File: src/rtl/macstat_pkg.sv
package macstat_pkg;

    localparam int STAT_W    = 64;
    localparam int PAUSE_POS = 52;
    localparam int TQ_W      = 16;

    localparam logic [STAT_W-1:0] EVT_MASK_DEF = 64'h0000_00FF_FFFF_FFFF;
    localparam logic [STAT_W-1:0] LVL_MASK_DEF = 64'h000F_FF00_0000_0000;
    localparam logic [STAT_W-1:0] CH1_MASK_DEF = 64'h0000_0000_FF00_FF00;

    typedef enum logic [1:0] {
        VIEW_CLR_ALL = 2'b00,
        VIEW_CLR_CH1 = 2'b01,
        VIEW_PEEK    = 2'b10,
        VIEW_PEEK_B  = 2'b11
    } view_e;

    typedef struct packed {
        logic  stb;
        view_e view;
    } rd_req_t;

    function automatic logic [STAT_W-1:0] clear_scope(
        input rd_req_t           req,
        input logic [STAT_W-1:0] all_mask,
        input logic [STAT_W-1:0] ch1_mask
    );
        logic [STAT_W-1:0] m;
        m = '0;
        if (req.stb) begin
            case (req.view)
                VIEW_CLR_ALL: m = all_mask;
                VIEW_CLR_CH1: m = ch1_mask & all_mask;
                default:      m = '0;
            endcase
        end
        return m;
    endfunction

endpackage

File: src/rtl/stat_event_latch.sv
module stat_event_latch #(
    parameter int          W    = 64,
    parameter logic [63:0] MASK = 64'hFF
) (
    input  logic         clk,
    input  logic         rst,
    input  logic [W-1:0] set_i,
    input  logic [W-1:0] clr_i,
    output logic [W-1:0] lat_o
);
    logic [W-1:0] lat_q;

    for (genvar i = 0; i < W; i++) begin : g_bit
        if (MASK[i]) begin : g_sticky
            always_ff @(posedge clk) begin
                if (rst)
                    lat_q[i] <= 1'b0;
                else
                    lat_q[i] <= (lat_q[i] & ~clr_i[i]) | set_i[i];
            end
        end else begin : g_tied
            assign lat_q[i] = 1'b0;
        end
    end

    assign lat_o = lat_q;

    // an event pulse wins over a clear in the same cycle
    a_r5_set_wins: assert property (@(posedge clk) disable iff (rst)
        |(set_i & MASK[W-1:0]) |=> ((lat_o & $past(set_i & MASK[W-1:0])) == $past(set_i & MASK[W-1:0])));

    // bits outside the sticky mask never hold state
    a_r11_no_stray_latch: assert property (@(posedge clk) disable iff (rst)
        (lat_o & ~MASK[W-1:0]) == '0);

endmodule

File: src/rtl/pause_quanta_timer.sv
module pause_quanta_timer #(
    parameter int TQ_W = 16
) (
    input  logic            clk,
    input  logic            rst,
    input  logic            frame_i,
    input  logic [TQ_W-1:0] quanta_i,
    input  logic            tick_i,
    input  logic            hold_off_i,
    output logic            active_o
);
    logic [TQ_W-1:0] cnt_q;

    always_ff @(posedge clk) begin
        if (rst || hold_off_i)
            cnt_q <= '0;
        else if (frame_i)
            cnt_q <= quanta_i;
        else if (tick_i && (cnt_q != '0))
            cnt_q <= cnt_q - 1'b1;
    end

    assign active_o = (cnt_q != '0) && !hold_off_i;

    // a frame outside FIFO mode loads its quanta value
    a_r8_reload: assert property (@(posedge clk) disable iff (rst)
        (frame_i && !hold_off_i) |=> (cnt_q == $past(quanta_i)));

    // a zero-quanta frame drops the flag on the next cycle
    a_r9_zero_frame: assert property (@(posedge clk) disable iff (rst)
        (frame_i && (quanta_i == '0)) |=> !active_o);

    // each tick without a frame removes exactly one quantum
    a_r7_count_down: assert property (@(posedge clk) disable iff (rst)
        (tick_i && !frame_i && !hold_off_i && (cnt_q != '0)) |=> (cnt_q == $past(cnt_q) - 1'b1));

    // FIFO mode keeps the flag low
    a_r10_fifo_low: assert property (@(posedge clk) disable iff (rst)
        hold_off_i |-> !active_o);

endmodule

File: src/rtl/stat_read_port.sv
module stat_read_port #(
    parameter int W = 64
) (
    input  logic         clk,
    input  logic         rst,
    input  logic         stb_i,
    input  logic [W-1:0] word_i,
    output logic [W-1:0] data_o,
    output logic         vld_o
);
    always_ff @(posedge clk) begin
        if (rst) begin
            data_o <= '0;
            vld_o  <= 1'b0;
        end else begin
            vld_o <= stb_i;
            if (stb_i)
                data_o <= word_i;
        end
    end

    // data arrives one cycle after the strobe, with valid
    a_r13_vld_follows: assert property (@(posedge clk) disable iff (rst)
        stb_i |=> (vld_o && (data_o == $past(word_i))));

    a_r13_no_spurious_vld: assert property (@(posedge clk) disable iff (rst)
        !stb_i |=> !vld_o);

endmodule

File: src/rtl/mac_stat_alias_regs.sv
module mac_stat_alias_regs
    import macstat_pkg::*;
#(
    parameter logic [63:0] EVT_MASK = EVT_MASK_DEF,
    parameter logic [63:0] LVL_MASK = LVL_MASK_DEF,
    parameter logic [63:0] CH1_MASK = CH1_MASK_DEF,
    parameter logic [63:0] IRQ_MASK = EVT_MASK_DEF
) (
    input  logic        clk,
    input  logic        rst,
    input  logic [63:0] evt_i,
    input  logic [63:0] lvl_i,
    input  logic        rd_stb_i,
    input  logic [1:0]  rd_view_i,
    input  logic        pause_rx_i,
    input  logic [15:0] pause_quanta_i,
    input  logic        slot_tick_i,
    input  logic        fifo_mode_i,
    output logic [63:0] rd_data_o,
    output logic        rd_vld_o,
    output logic        irq_o
);
    localparam logic [STAT_W-1:0] PAUSE_BIT = STAT_W'(1) << PAUSE_POS;
    localparam logic [STAT_W-1:0] KEEP_MASK = (EVT_MASK | LVL_MASK) & ~PAUSE_BIT;

    rd_req_t           req;
    logic [STAT_W-1:0] clr_mask;
    logic [STAT_W-1:0] lat;
    logic [STAT_W-1:0] word;
    logic              pause_on;

    assign req      = '{stb: rd_stb_i, view: view_e'(rd_view_i)};
    assign clr_mask = clear_scope(req, EVT_MASK, CH1_MASK);

    stat_event_latch #(.W(STAT_W), .MASK(EVT_MASK)) u_latch (
        .clk   (clk),
        .rst   (rst),
        .set_i (evt_i & EVT_MASK),
        .clr_i (clr_mask),
        .lat_o (lat)
    );

    pause_quanta_timer #(.TQ_W(TQ_W)) u_pause (
        .clk        (clk),
        .rst        (rst),
        .frame_i    (pause_rx_i),
        .quanta_i   (pause_quanta_i),
        .tick_i     (slot_tick_i),
        .hold_off_i (fifo_mode_i),
        .active_o   (pause_on)
    );

    always_comb begin
        word = (lat | (lvl_i & LVL_MASK)) & KEEP_MASK;
        word[PAUSE_POS] = pause_on;
    end

    stat_read_port #(.W(STAT_W)) u_rd (
        .clk    (clk),
        .rst    (rst),
        .stb_i  (rd_stb_i),
        .word_i (word),
        .data_o (rd_data_o),
        .vld_o  (rd_vld_o)
    );

    assign irq_o = |(lat & IRQ_MASK);

    // a peek read leaves every sticky bit that was set still set
    a_r4_peek_keeps: assert property (@(posedge clk) disable iff (rst)
        (rd_stb_i && rd_view_i[1]) |=> ((lat & $past(lat)) == $past(lat)));

    // the channel-1 view keeps all sticky bits outside channel 1
    a_r3_ch1_scope: assert property (@(posedge clk) disable iff (rst)
        (rd_stb_i && (rd_view_i == 2'b01)) |=> ((lat & $past(lat) & ~CH1_MASK) == ($past(lat) & ~CH1_MASK)));

    // clear-all leaves only bits set by same-cycle events
    a_r2_clear_all: assert property (@(posedge clk) disable iff (rst)
        (rd_stb_i && (rd_view_i == 2'b00)) |=> ((lat & ~$past(evt_i & EVT_MASK)) == '0));

    // the top bits of the read data are always zero
    a_r11_top_zero: assert property (@(posedge clk) disable iff (rst)
        rd_data_o[63:53] == '0);

endmodule

File: config.mk
export PLATFORM = sky130hd
export DESIGN_NAME = mac_stat_alias_regs
export DESIGN_NICKNAME = d
export VERILOG_FILES = /design/src/rtl/macstat_pkg.sv /design/src/rtl/stat_event_latch.sv /design/src/rtl/pause_quanta_timer.sv /design/src/rtl/stat_read_port.sv /design/src/rtl/mac_stat_alias_regs.sv
export SDC_FILE = /design/constraint.sdc
export NUM_CORES = 1
export LEC_CHECK = 0
export BUFFER_PORTS_ARGS = -buffer_cell sky130_fd_sc_hd__buf_2
export CAP_MARGIN = 10
export CORE_UTILIZATION = 41
export DETAILED_ROUTE_END_ITERATION = 10
export PLACE_DENSITY = 0.84
export SLEW_MARGIN = 25
export SYNTH_ARGS = -nofsm -noshare
export SYNTH_HDL_FRONTEND = slang
export SYNTH_SLANG_ARGS = --single-unit
File: constraint.sdc
create_clock -name clk -period 1.7 [get_ports clk]
set_input_delay 0.085 -clock clk [delete_from_list [all_inputs] [get_ports clk]]
set_output_delay 0.085 -clock clk [all_outputs]
set_load 0.05 [all_outputs]
Yosys cells after proc, flatten, opt, wreduce, memory -nomap -nowiden --
Index checks and enable logic that the tools add are counted.
Storage, ports and cells: word-level logic and storage cells 178, bits in registers 110, output and inout port bits 66, bits of input ports 152
Cells by class: multiplexer cells 4, reduce and logical (&&, ||, !) cells 8, add/subtract/negate cells 1, equal/unequal tests 1, bitwise gates (word level) 121
Operators with widths (count):
- $pmux W40 S2 | 1
- $or A40 B52 Y52 | 1
- $and A1 B1 Y1 | 40
- $mux W40 | 1
- $not A1 Y1 | 40
- $or A1 B1 Y1 | 40
- $reduce_or A40 Y1 | 1
- $mux W16 | 2
- $reduce_bool A16 Y1 | 1
- $sub A16 B1 Y16 const B | 1
- $eq A2 B1 Y1 const B | 1
- $logic_and A1 B1 Y1 | 2
- $logic_not A2 Y1 | 1
- $reduce_bool A2 Y1 | 1
- $logic_not A1 Y1 | 1
- $logic_or A1 B1 Y1 | 1

Longest topological paths before layout --
word-level depth 6, mapped depth 8, mapped depth without buffers 7

Modules after synthesis --
Synthesis repeated with hierarchy kept, for this count alone.
Second synthesis, totals: cell total of the unflattened synthesis 542, area total of the unflattened synthesis 5099.9 µm²
Modules (own cells, without submodules):
- stat_read_port | sequential area each 1301.2 µm², cells each 208, instances 1, area each 2311.0 µm²
- stat_event_latch | sequential area each 800.8 µm², cells each 189, instances 1, area each 1630.3 µm²
- pause_quanta_timer | sequential area each 320.3 µm², cells each 116, instances 1, area each 975.9 µm²
- mac_stat_alias_regs | sequential area each 0.0 µm², cells each 29, instances 1, area each 182.7 µm²

Worst setup path after synthesis --
No wires, ideal clock.
path type register to register, from register u_pause.cnt_q[0], to register u_pause.cnt_q[15], stages on the path, launching flop included 8, arrival 1.638 ns, required time 1.626 ns, setup time 0.074 ns, clock period less this slack 1.712 ns, setup slack -0.012 ns, path buffers 1, cells stage by stage dfxtp_1 > inv_1 > ha_1 > nor3b_4 > and4_1 > buf_2 > a2111o_1 > a31oi_1
Between the ends: cells in the longest elaborated chain, start to end 3, elaborated cells between the ends (all ways) 6, those cells by class 1 x add/sub; 2 x mux; 3 x reduce/logical
Ends and longest elaborated chain:
- start, declared | RTL line pause_quanta_timer.sv:12 | logic [TQ_W-1:0] cnt_q;
- start signal, assigned | RTL line pause_quanta_timer.sv:18 | cnt_q <= quanta_i;
- start signal, assigned | RTL line pause_quanta_timer.sv:20 | cnt_q <= cnt_q - 1'b1;
- $sub A16 B1 Y16 or $reduce_bool A16 Y1 (tied branches) | RTL line pause_quanta_timer.sv:20, pause_quanta_timer.sv:19
- $mux W16 or $logic_and A1 B1 Y1 (tied branches) | RTL line pause_quanta_timer.sv:19 | else if (tick_i && (cnt_q != '0))
- $mux W16 or $reduce_bool A2 Y1 (tied branches)
Parallel ways exist; a longest one is shown, timed or not. The select of a mux whose other input is x is not followed. A chain may end at the register's enable or synchronous reset.

Worst setup path in the final report --
from register u_pause.cnt_q[0], to register u_pause.cnt_q[2]
The elaborated chain is that of the path after synthesis.

==> results.md <==
* Status: finished, violations left
* Failing checks: negative setup slack
* XOR/XNOR share of the synthesized area at 1.24%
* Clock tree buffer depth at 2
* Final WS setup at -0.260 ns
* Library cells used by synthesis at 45
* # diodes at 0
* Synth Area in Compound Gates at 11.6%
* Most frequent cells in the layout: buf_2, dfxtp_1, nor2_1
* Htree depth at 3
* Core area at 9910 um2
* GRT Total Usage at 22.2%
* Predominant post-synthesis flop cell: dfxtp_1
* CP Capture Type: flop
* CTS buffer count at 9
* Drt via density at 5.06
* Share of post-route cells with drive strength above 1 at 33.4%
* Area grow syn2layout at 45.0%
* CP Data Required Time at 1.94 ns
* Total gr overflow at 0
* Initial Util at 42.9%
* First-pass GRT wire length at 19.0 mm
* Row Count at 36
* WL per Instance at 15.8 um
* Share of flip-flops with an asynchronous set or reset at 0%
* Fmax achieved at 0.510 GHz
* Vias post-DR at 3992
* Buffers on Ports at 130
* Setup Viol. Count Final at 17
* Routed Antenna Nets at 0
* Filler cell count at 784
* Fin nets at 804
* Worst setup SP type: flop
* HP Class: in -> reg
* DP HPWL at 7.25 mm
* I/O pins at 218
* Root Driver: clkbuf_8
* Initial antenna violation count at 0
* RePlAce Congestion at 0.852
* Starting DRC count in detailed routing at 155
* Critical Setup Path Class: reg -> reg
* Final Hold Fails at 0
* Drt drc at 0
* Die Ht at 104 um
* Largest family of logic cells by synthesized area: simple AND/OR/NAND/NOR gates
* Post-layout util at 62.2%
* Mapped Cells at 447
* Pwr per Cell Area at 921 nW/um2
* Overall Power at 5680 uW
* Min Tclk post-route at 1.96 ns
* 1st-pass router iterations at 4
* CTS Sinks at 110
* Mapped cell area at 4250 um2
* WL final at 12.4 mm
* Worst vdd ir at 0.000533 V
* Post-synth EDFFs at 0
* Full die area at 10800 um2
* Commonest non-fill, non-tap cell in the layout: buf_2
* Largest net degree at the start of global routing at 73
* Final setup TNS at -2.34 ns
* Post-route clock skew at 0.0120 ns
* Maxcap violations at 0
* Clock transition at path regs at 0.11 ns
* Final Max Slew Viols at 0
* Syn Area/Cell at 9.51 um2
* CTS tree: yes
* Vias in the first global route at 3997
* Static leakage at 0.00283 uW
* YS warnings at 0
* Mux contribution to synthesized area at 13.2%
* Rel. slew slack at 38.8%
* Synth Area in Simple Gates at 16.8%
* Seq cells post-synth at 110
* CP max FO at 4
* Seq/Total Area, Yosys at 51.8%
* Die span in x at 104 um
* Crit path DAT at 2.20 ns
* Final period util at 115%
* Later-pin clock latency in the skew report at 0.36 ns
* Worst Max-Slew Pin Slew at 0.917 ns
* RSZ-0062 raised after global routing: yes
* Post-Synth Adder-Cell Area at 0.294%
## power breakdown
group	internal [uW]	switching [uW]	leakage, uW
Sequential	2740	130	0.000912
Combinational	559	776	0.00183
Clock	582	893	0.0000930
Total	3880	1800	0.00283
## area by class of cell
type                    count  area (um2)  share of cell area, %
flip-flops and latches    110        2210                   35.8
multi-input cells         303        2050                   33.3
repair buffers            222        1540                   24.9
well taps                 133         166                   2.70
clock buffers              10         138                   2.23
clock inverters             6        43.8                  0.710
inverters                   5        18.8                  0.304
## cell families (layout without fill, tap and decap cells)
kind of cell    count (synthesis)  in the layout
simple gates                  144            144
mux                            56             56
buf+inv                        44            243
other cells                     1             11
compound gates                 85             85
fa+ha+maj                       1              1
flops                         110            110
xor+xnor                        6              6
## critical path, cell delays in order (launching register included)
cell and delay (ns):
dfxtp_2 0.34, inv_2 0.07, ha_4 0.13, nor3b_4 0.33
nand4_4 0.17, buf_4 0.18, buf_4 0.12, o211ai_1 0.18
xor2_1 0.19, a21oi_1 0.12
## final timing paths
kind | startpoint | endpoint | slack, ns | depth (start not counted)
min reg2reg | u_rd.data_o[28] | u_rd.data_o[28] | 0.50 | 2
max reg2reg | u_pause.cnt_q[0] | u_pause.cnt_q[2] | -0.26 | 9
min | pause_quanta_i[4] | u_pause.cnt_q[4] | 0.04 | 3
max | u_pause.cnt_q[0] | u_pause.cnt_q[2] | -0.26 | 9
## per-stage QoR
stage          instance area, um2  cells  worst slack (ns)  hold WS (ns)
2_1_floorplan                4290    457           0.00858         0.154
3_3_place_gp                 5070    698           -0.0783         0.288
3_5_place_dp                 5070    698            -0.136         0.295
4_1_cts                      6020    781            -0.195       0.00883
5_1_grt                      6170    789            -0.326        0.0218
6_report                     6170    789            -0.260        0.0383
## per-layer routing
metal / wire length (um) / GRT usage (%) / part of all wire [%]
met5: 0 / 0 / 0
met4: 417 / 10.2 / 3.4
met3: 699 / 5.16 / 5.6
met2: 6560 / 42.1 / 53
met1: 4760 / 22.9 / 38
## state kept, by name, summed over array words and instances, names as in the netlist
signal and cells:
u_rd.vld_o 1, u_pause.cnt_q 16, u_latch.lat_o 40, u_rd.data_o 53
## repair_timing
action | in CTS | in global routing
setup buffers | 10 | 9
endpoints found under the setup margin | 13 | 18
hold buffers | 57 | 0
hold endpoints to repair | 56 | 0
pin swaps | 23 | 17
resized for setup | 29 | 17
## synth_stat cells, types with 4 or more instances
master / count / area, um2
dfxtp_1: 110 / 2200
nor2_1: 100 / 375
mux2i_1: 55 / 551
a21oi_1: 51 / 255
o21ai_0: 17 / 85.1
clkbuf_1: 14 / 52.6
buf_4: 11 / 82.6
nor4_1: 11 / 68.8
buf_1: 10 / 37.5
nand2_1: 6 / 22.5
inv_1: 5 / 18.8
nand4_1: 5 / 31.3
xnor2_1: 5 / 43.8
a31oi_1: 4 / 25.0
buf_2: 4 / 20.0
nand2b_1: 4 / 25.0
No activity file was read; power rests on OpenSTA's default activity.
